==> config.mk <==
export PLATFORM = sky130hd
export DESIGN_NAME = exbus_ctrl
export DESIGN_NICKNAME = d
export VERILOG_FILES = /design/src/rtl/exbus_pkg.sv /design/src/rtl/exbus_cfg_sel.sv /design/src/rtl/exbus_phase_fsm.sv /design/src/rtl/exbus_pins.sv /design/src/rtl/exbus_ctrl.sv
export SDC_FILE = /design/constraint.sdc
export NUM_CORES = 1
export LEC_CHECK = 0
export BUFFER_PORTS_ARGS = -buffer_cell sky130_fd_sc_hd__buf_2
export CAP_MARGIN = 20
export CORE_AREA = 3 3 119 121
export DETAILED_ROUTE_END_ITERATION = 10
export DIE_AREA = 0 0 122 124
export GPL_TIMING_DRIVEN = 0
export HOLD_SLACK_MARGIN = 0.15
export PLACE_DENSITY = 0.84
export SETUP_SLACK_MARGIN = 0.15
export SYNTH_ARGS = -nofsm -noshare
export SYNTH_HDL_FRONTEND = slang
export SYNTH_HIERARCHICAL = 1
export SYNTH_SLANG_ARGS = --single-unit
==> constraint.sdc <==
create_clock -name clk -period 8.54 [get_ports clk]
set_clock_uncertainty 0.15 [all_clocks]
set_input_delay 2.562 -clock clk [delete_from_list [all_inputs] [get_ports clk]]
set_output_delay 2.562 -clock clk [all_outputs]
set_load 0.02 [all_outputs]
==> src/rtl/exbus_pkg.sv <==
package exbus_pkg;

    localparam int DW   = 16;
    localparam int EXTW = 4;

    typedef enum logic [2:0] {
        PH_IDLE, PH_ADDR, PH_SETUP, PH_STROBE, PH_HOLD, PH_RECOV, PH_FAULT
    } phase_e;

    typedef enum logic [1:0] {
        STY_SPLIT = 2'd0,
        STY_DS    = 2'd1,
        STY_HOST  = 2'd2,
        STY_RSVD  = 2'd3
    } style_e;

    typedef struct packed {
        logic [1:0] t_addr;
        logic [1:0] t_setup;
        logic [3:0] t_strobe;
        logic [1:0] t_hold;
        logic [3:0] t_recov;
        style_e     style;
        logic       narrow;
        logic       byte_rd16;
        logic       mux;
        logic       wr_en;
        logic       rdy_hi;
    } cs_cfg_t;

    function automatic logic req_fault(cs_cfg_t c, logic wr, logic byt);
        return (c.style == STY_RSVD) || (wr && !c.wr_en) ||
               (!wr && byt && !c.narrow && !c.byte_rd16);
    endfunction

    function automatic logic [DW-1:0] wr_lanes(cs_cfg_t c, logic byt, logic a0,
                                               logic [DW-1:0] w);
        if (c.narrow)   return {8'h00, w[7:0]};
        else if (byt)   return a0 ? {w[7:0], 8'h00} : {8'h00, w[7:0]};
        else            return w;
    endfunction

    function automatic logic [DW-1:0] rd_lanes(cs_cfg_t c, logic byt, logic a0,
                                               logic [DW-1:0] d);
        if (c.narrow)   return {8'h00, d[7:0]};
        else if (byt)   return a0 ? {8'h00, d[15:8]} : {8'h00, d[7:0]};
        else            return d;
    endfunction

endpackage

==> src/rtl/exbus_cfg_sel.sv <==
module exbus_cfg_sel
    import exbus_pkg::*;
#(
    parameter int NCS = 8,
    parameter int CSW = $clog2(NCS)
) (
    input  logic [2*NCS-1:0] t_addr,
    input  logic [2*NCS-1:0] t_setup,
    input  logic [4*NCS-1:0] t_strobe,
    input  logic [2*NCS-1:0] t_hold,
    input  logic [4*NCS-1:0] t_recov,
    input  logic [2*NCS-1:0] style,
    input  logic [NCS-1:0]   narrow,
    input  logic [NCS-1:0]   byte_rd16,
    input  logic [NCS-1:0]   mux,
    input  logic [NCS-1:0]   wr_en,
    input  logic [NCS-1:0]   rdy_hi,
    input  logic [CSW-1:0]   sel,
    output cs_cfg_t          cfg
);

    cs_cfg_t tbl [NCS];

    for (genvar i = 0; i < NCS; i++) begin : g_cs
        assign tbl[i].t_addr    = t_addr[2*i +: 2];
        assign tbl[i].t_setup   = t_setup[2*i +: 2];
        assign tbl[i].t_strobe  = t_strobe[4*i +: 4];
        assign tbl[i].t_hold    = t_hold[2*i +: 2];
        assign tbl[i].t_recov   = t_recov[4*i +: 4];
        assign tbl[i].style     = style_e'(style[2*i +: 2]);
        assign tbl[i].narrow    = narrow[i];
        assign tbl[i].byte_rd16 = byte_rd16[i];
        assign tbl[i].mux       = mux[i];
        assign tbl[i].wr_en     = wr_en[i];
        assign tbl[i].rdy_hi    = rdy_hi[i];
    end

    assign cfg = tbl[sel];

endmodule

==> src/rtl/exbus_phase_fsm.sv <==
module exbus_phase_fsm
    import exbus_pkg::*;
(
    input  logic    clk,
    input  logic    rst,
    input  logic    start,
    input  logic    fault,
    input  cs_cfg_t cfg_in,
    input  logic    ready_in,
    output phase_e  ph,
    output cs_cfg_t cfg_q,
    output logic    strobe_exit,
    output logic    done
);

    logic [EXTW-1:0] cnt;
    logic            rdy_act;

    assign rdy_act     = (ready_in == cfg_q.rdy_hi);
    assign strobe_exit = (ph == PH_STROBE) && (cnt == '0) &&
                         ((cfg_q.style != STY_HOST) || rdy_act);

    always_ff @(posedge clk) begin
        if (rst) begin
            ph    <= PH_IDLE;
            cnt   <= '0;
            cfg_q <= '0;
            done  <= 1'b0;
        end else begin
            done <= 1'b0;
            case (ph)
                PH_IDLE: if (start) begin
                    cfg_q <= cfg_in;
                    if (fault) ph <= PH_FAULT;
                    else begin
                        ph  <= PH_ADDR;
                        cnt <= {2'b00, cfg_in.t_addr};
                    end
                end
                PH_FAULT: begin
                    ph   <= PH_IDLE;
                    done <= 1'b1;
                end
                PH_ADDR: if (cnt == '0) begin
                    ph  <= PH_SETUP;
                    cnt <= {2'b00, cfg_q.t_setup};
                end else cnt <= cnt - 1'b1;
                PH_SETUP: if (cnt == '0) begin
                    ph  <= PH_STROBE;
                    cnt <= cfg_q.t_strobe;
                end else cnt <= cnt - 1'b1;
                PH_STROBE: if (strobe_exit) begin
                    ph  <= PH_HOLD;
                    cnt <= {2'b00, cfg_q.t_hold};
                end else if (cnt != '0) cnt <= cnt - 1'b1;
                PH_HOLD: if (cnt == '0) begin
                    ph  <= PH_RECOV;
                    cnt <= cfg_q.t_recov;
                end else cnt <= cnt - 1'b1;
                PH_RECOV: if (cnt == '0) begin
                    ph   <= PH_IDLE;
                    done <= 1'b1;
                end else cnt <= cnt - 1'b1;
                default: ph <= PH_IDLE;
            endcase
        end
    end


    addr_order_chk: assert property (@(posedge clk) disable iff (rst)
        ph == PH_ADDR |=> (ph == PH_ADDR || ph == PH_SETUP));

    setup_order_chk: assert property (@(posedge clk) disable iff (rst)
        ph == PH_SETUP |=> (ph == PH_SETUP || ph == PH_STROBE));

    strobe_order_chk: assert property (@(posedge clk) disable iff (rst)
        ph == PH_STROBE |=> (ph == PH_STROBE || ph == PH_HOLD));

    hold_order_chk: assert property (@(posedge clk) disable iff (rst)
        ph == PH_HOLD |=> (ph == PH_HOLD || ph == PH_RECOV));

    host_wait_chk: assert property (@(posedge clk) disable iff (rst)
        (ph == PH_STROBE && cfg_q.style == STY_HOST && ready_in != cfg_q.rdy_hi)
        |=> ph == PH_STROBE);

    done_src_chk: assert property (@(posedge clk) disable iff (rst)
        done |-> ($past(ph) == PH_RECOV || $past(ph) == PH_FAULT));

endmodule

==> src/rtl/exbus_pins.sv <==
module exbus_pins
    import exbus_pkg::*;
#(
    parameter int NCS = 8,
    parameter int CSW = $clog2(NCS),
    parameter int AW  = 24
) (
    input  logic           clk,
    input  logic           rst,
    input  phase_e         ph,
    input  cs_cfg_t        cfg_q,
    input  logic [CSW-1:0] cs_q,
    input  logic [AW-1:0]  addr_q,
    input  logic           wr_q,
    input  logic           byt_q,
    input  logic [DW-1:0]  wdata_q,
    output logic [NCS-1:0] cs_n,
    output logic [AW-1:0]  addr,
    output logic           ale,
    output logic [DW-1:0]  d_out,
    output logic           d_oe,
    output logic           rd_n,
    output logic           wr_n,
    output logic           ds_n,
    output logic           rnw
);

    logic cs_on, stb, split;

    assign cs_on = (ph == PH_SETUP) || (ph == PH_STROBE) || (ph == PH_HOLD);
    assign stb   = (ph == PH_STROBE);
    assign split = (cfg_q.style == STY_SPLIT);

    for (genvar i = 0; i < NCS; i++) begin : g_sel
        assign cs_n[i] = !(cs_on && cs_q == CSW'(i));
    end

    assign addr = (ph == PH_IDLE || ph == PH_FAULT) ? '0 : addr_q;
    assign ale  = cfg_q.mux && (ph == PH_ADDR);

    always_comb begin
        d_out = '0;
        d_oe  = 1'b0;
        if (ale) begin
            d_out = addr_q[DW-1:0];
            d_oe  = 1'b1;
        end else if (wr_q && cs_on) begin
            d_out = wr_lanes(cfg_q, byt_q, addr_q[0], wdata_q);
            d_oe  = 1'b1;
        end
    end

    assign rd_n = !(stb && split && !wr_q);
    assign wr_n = !(stb && split && wr_q);
    assign ds_n = !(stb && !split);
    assign rnw  = !(wr_q && cs_on && !split);


    cs_onehot_chk: assert property (@(posedge clk) disable iff (rst)
        $onehot0(~cs_n));

    cs_idle_edges_chk: assert property (@(posedge clk) disable iff (rst)
        (ph == PH_ADDR || ph == PH_RECOV) |-> (&cs_n));

    split_strobe_chk: assert property (@(posedge clk) disable iff (rst)
        (!rd_n || !wr_n) |-> (ds_n && !(&cs_n)));

endmodule

==> src/rtl/exbus_ctrl.sv <==
module exbus_ctrl
    import exbus_pkg::*;
#(
    parameter int NCS = 8,
    parameter int AW  = 24,
    parameter int CSW = $clog2(NCS)
) (
    input  logic             clk,
    input  logic             rst,
    input  logic             req_valid,
    output logic             req_ready,
    input  logic [CSW-1:0]   req_cs,
    input  logic [AW-1:0]    req_addr,
    input  logic             req_write,
    input  logic             req_byte,
    input  logic [15:0]      req_wdata,
    output logic             rsp_done,
    output logic             rsp_err,
    output logic [15:0]      rsp_rdata,
    input  logic [2*NCS-1:0] cfg_t_addr,
    input  logic [2*NCS-1:0] cfg_t_setup,
    input  logic [4*NCS-1:0] cfg_t_strobe,
    input  logic [2*NCS-1:0] cfg_t_hold,
    input  logic [4*NCS-1:0] cfg_t_recov,
    input  logic [2*NCS-1:0] cfg_style,
    input  logic [NCS-1:0]   cfg_narrow,
    input  logic [NCS-1:0]   cfg_byte_rd16,
    input  logic [NCS-1:0]   cfg_mux,
    input  logic [NCS-1:0]   cfg_wr_en,
    input  logic [NCS-1:0]   cfg_rdy_hi,
    output logic [NCS-1:0]   bus_cs_n,
    output logic [AW-1:0]    bus_addr,
    output logic             bus_ale,
    output logic [15:0]      bus_d_out,
    output logic             bus_d_oe,
    input  logic [15:0]      bus_d_in,
    output logic             bus_rd_n,
    output logic             bus_wr_n,
    output logic             bus_ds_n,
    output logic             bus_rnw,
    input  logic             bus_ready
);

    cs_cfg_t        cfg_now, cfg_q;
    phase_e         ph;
    logic           accept, fault_now, strobe_exit, done;
    logic [CSW-1:0] cs_q;
    logic [AW-1:0]  addr_q;
    logic           wr_q, byt_q, fault_q;
    logic [DW-1:0]  wdata_q, rdata_q;

    exbus_cfg_sel #(.NCS(NCS), .CSW(CSW)) u_sel (
        .t_addr(cfg_t_addr), .t_setup(cfg_t_setup), .t_strobe(cfg_t_strobe),
        .t_hold(cfg_t_hold), .t_recov(cfg_t_recov), .style(cfg_style),
        .narrow(cfg_narrow), .byte_rd16(cfg_byte_rd16), .mux(cfg_mux),
        .wr_en(cfg_wr_en), .rdy_hi(cfg_rdy_hi), .sel(req_cs), .cfg(cfg_now)
    );

    assign req_ready = (ph == PH_IDLE);
    assign accept    = req_valid && req_ready;
    assign fault_now = req_fault(cfg_now, req_write, req_byte);

    exbus_phase_fsm u_fsm (
        .clk(clk), .rst(rst), .start(accept), .fault(fault_now),
        .cfg_in(cfg_now), .ready_in(bus_ready), .ph(ph), .cfg_q(cfg_q),
        .strobe_exit(strobe_exit), .done(done)
    );

    always_ff @(posedge clk) begin
        if (rst) begin
            cs_q    <= '0;
            addr_q  <= '0;
            wr_q    <= 1'b0;
            byt_q   <= 1'b0;
            wdata_q <= '0;
            fault_q <= 1'b0;
            rdata_q <= '0;
        end else if (accept) begin
            cs_q    <= req_cs;
            addr_q  <= req_addr;
            wr_q    <= req_write;
            byt_q   <= req_byte;
            wdata_q <= req_wdata;
            fault_q <= fault_now;
            rdata_q <= '0;
        end else if (strobe_exit && !wr_q) begin
            rdata_q <= rd_lanes(cfg_q, byt_q, addr_q[0], bus_d_in);
        end
    end

    exbus_pins #(.NCS(NCS), .CSW(CSW), .AW(AW)) u_pins (
        .clk(clk), .rst(rst), .ph(ph), .cfg_q(cfg_q), .cs_q(cs_q),
        .addr_q(addr_q), .wr_q(wr_q), .byt_q(byt_q), .wdata_q(wdata_q),
        .cs_n(bus_cs_n), .addr(bus_addr), .ale(bus_ale), .d_out(bus_d_out),
        .d_oe(bus_d_oe), .rd_n(bus_rd_n), .wr_n(bus_wr_n), .ds_n(bus_ds_n),
        .rnw(bus_rnw)
    );

    assign rsp_done  = done;
    assign rsp_err   = done && fault_q;
    assign rsp_rdata = rdata_q;


    no_wr_strobe_chk: assert property (@(posedge clk) disable iff (rst)
        (!bus_wr_n || (!bus_ds_n && !bus_rnw)) |-> cfg_q.wr_en);

    err_with_done_chk: assert property (@(posedge clk) disable iff (rst)
        rsp_err |-> rsp_done);

endmodule

==> flow_summary.json <==
{
  "period_needed_ns": 5.60,
  "crit_required_ns": 8.64,
  "crit_path_end_kind": "flop",
  "setup_violations": 0,
  "use_met2": 0.479,
  "core_mm2": 0.0132,
  "route.antenna.remaining_nets": 0,
  "fin_util": 0.586,
  "cts_buffer_depth": 2,
  "worstMarginPinSlew_ns": 0.822,
  "final-max-slew-violation-count": 0,
  "irDropWorstVdd_uv": 146,
  "place_congestion": 0.900,
  "min_period_over_period": 0.656,
  "cts_root_buf": "clkbuf_16",
  "crit_buf_inv": 3,
  "fin_nets": 1188,
  "synth.net_count": 872,
  "p_per_area_mw_per_mm2": 227,
  "hold_class": "flop to flop",
  "clock_sinks": 87,
  "layout.cells.most_common": "buf_2",
  "drc": 0,
  "mostFrequentLayoutCells": "buf_2, nand2_1, dfxtp_1, a21oi_1, mux4_1",
  "grt-ovfl-total": 0,
  "cpMaxStageDelayCell": "clkbuf_1",
  "wire_per_inst_um": 17.6,
  "vias": 6118,
  "post-cts-setup-buffer-count": 0,
  "worstHoldEndpoint": "wdata_q[8]$_SDFFE_PP0P_",
  "drv_cap": 0,
  "critical_path_class": "primary input to flop",
  "max_freq_mhz": 179,
  "slew_headroom": 0.450,
  "netlist_instances": 637,
  "drt_pre_antenna_iters": 6,
  "dr.first_iter.drc_count": 387,
  "leakage_nw": 3.51,
  "rr_startpoint": "u_fsm/ph[1]$_SDFFE_PP0P_",
  "grt_antenna_before_repair": 1,
  "avgSynthCellArea_um2": 8.94,
  "preCtsSetupSlack_ns": 2.63,
  "status": "completed",
  "clk_pin_slew_ns": 0.07,
  "worst_path_largest_cell_delay_ns": 0.54,
  "grt_util_met1": 0.283,
  "start_util": 0.432,
  "viasPerCell": 5.39,
  "syn_to_final_growth_pct": 35.8,
  "crit_top_cell": "clkbuf_1",
  "crit_fanout": 10,
  "die-area_mm2": 0.0151,
  "totalPowerFinal_mw": 1.76,
  "grt_max_degree": 17,
  "h-tree-depth": 3,
  "setup_tns_ns": 0,
  "worst_slack_ns": 2.94,
  "track_usage": 0.254,
  "clk-insertion-delay-late_ns": 0.34,
  "path_cells": "buf_2 > clkbuf_1 > clkbuf_1 > mux4_1 > mux2_2 > a221o_1 > nand2b_1 > a21oi_1 > o211a_1 > nor2_1 > a311oi_1",
  "dpl.cell_count": 1118,
  "std_cell_rows": 42,
  "cp_top_family": "compound AO/OA/AOI/OAI gates",
  "grt_pass1_vias": 5876,
  "r2r-end": "rsp_rdata[13]$_SDFFE_PP0P_",
  "die_x_um": 122,
  "io_buffer_count": 305,
  "holdWs_ns": 0.302,
  "drt-total-wl_um": 20000,
  "hold_violations": 0,
  "rrSetupSlack_ns": 5.76,
  "worstHoldStart": "wdata_q[8]$_SDFFE_PP0P_",
  "syn_area_mm2": 0.00569,
  "fin_cells": 1135,
  "finalInstanceArea_mm2": 0.00773,
  "top_usage_layer": "met2",
  "hold_path_depth": 2,
  "start_kind": "primary input",
  "numCtsBuffers": 9,
  "ys_warn_count": 6,
  "grt_pass1_wl_um": 29300,
  "holdBufCountCts": 0,
  "fp.dieH_um": 124,
  "rsz0062_at_grt": "no",
  "placed_cell_area_mm2": 0.00744,
  "grtUsageMet3": 0.0486,
  "r2r_cells": 6,
  "drive_gt1_frac": 0.400,
  "critPathArrivalTime_ns": 5.71,
  "cts_tree": "done",
  "cts_resized": 0,
  "boundaryPins": 306,
  "dp_hpwl_um": 16300
}
-- how the worst max path moves through the flow --
stage / cells after the start / startpoint / end / slack, ns
3_3_place_gp: 11 / req_cs[2] / u_fsm/cnt[0]$_SDFFE_PP0P_ / 2.64
5_1_grt: 11 / req_cs[2] / u_fsm/cnt[0]$_SDFFE_PP0P_ / 2.71
6_report: 11 / req_cs[2] / u_fsm/cnt[0]$_SDFFE_PP0P_ / 2.94
4_1_cts: 11 / req_cs[2] / u_fsm/cnt[0]$_SDFFE_PP0P_ / 2.99
2_1_floorplan: 10 / req_cs[2] / u_fsm/cnt[0]$_SDFFE_PP0P_ / 3.47
3_5_place_dp: 11 / req_cs[2] / u_fsm/cnt[0]$_SDFFE_PP0P_ / 2.63
-- flip-flops by register name, summed over array words and instances (netlist names) --
name / flops
u_fsm/cfg_q: 17
wr_q: 1
byt_q: 1
addr_q: 24
fault_q: 1
u_fsm/cnt: 4
rsp_rdata: 16
cs_q: 3
u_fsm/ph: 3
wdata_q: 16
u_fsm/done: 1
-- cell type report --
type / count / area, um^2
Antenna cell: 1 / 2.50
Buffer: 52 / 333
Clock buffer: 10 / 239
Clock inverter: 6 / 51.3
Fill cell: 1209 / 5460
Inverter: 7 / 31.3
Multi-Input combinational cell: 491 / 3590
Sequential cell: 87 / 1740
Tap cell: 176 / 220
Timing Repair Buffer: 305 / 1530
-- power by group --
part	internal, mW	switching [mW]	leakage [nW]
Combinational	0.335	0.468	2.66
Clock	0.209	0.174	0.140
Sequential	0.493	0.0804	0.710
Total	1.04	0.721	3.51
-- per-layer routing --
layer	wire length, um	share of wire
met5	0	0
met4	515	0.026
met3	1530	0.076
met2	10500	0.52
met1	7490	0.37
-- tightest hold or removal path, cell delays in order (launching register included) --
cell and delay, ns:
dfxtp_1 0.31, nand2_1 0.05, a21oi_1 0.05
(Power assumes the default switching activity.)
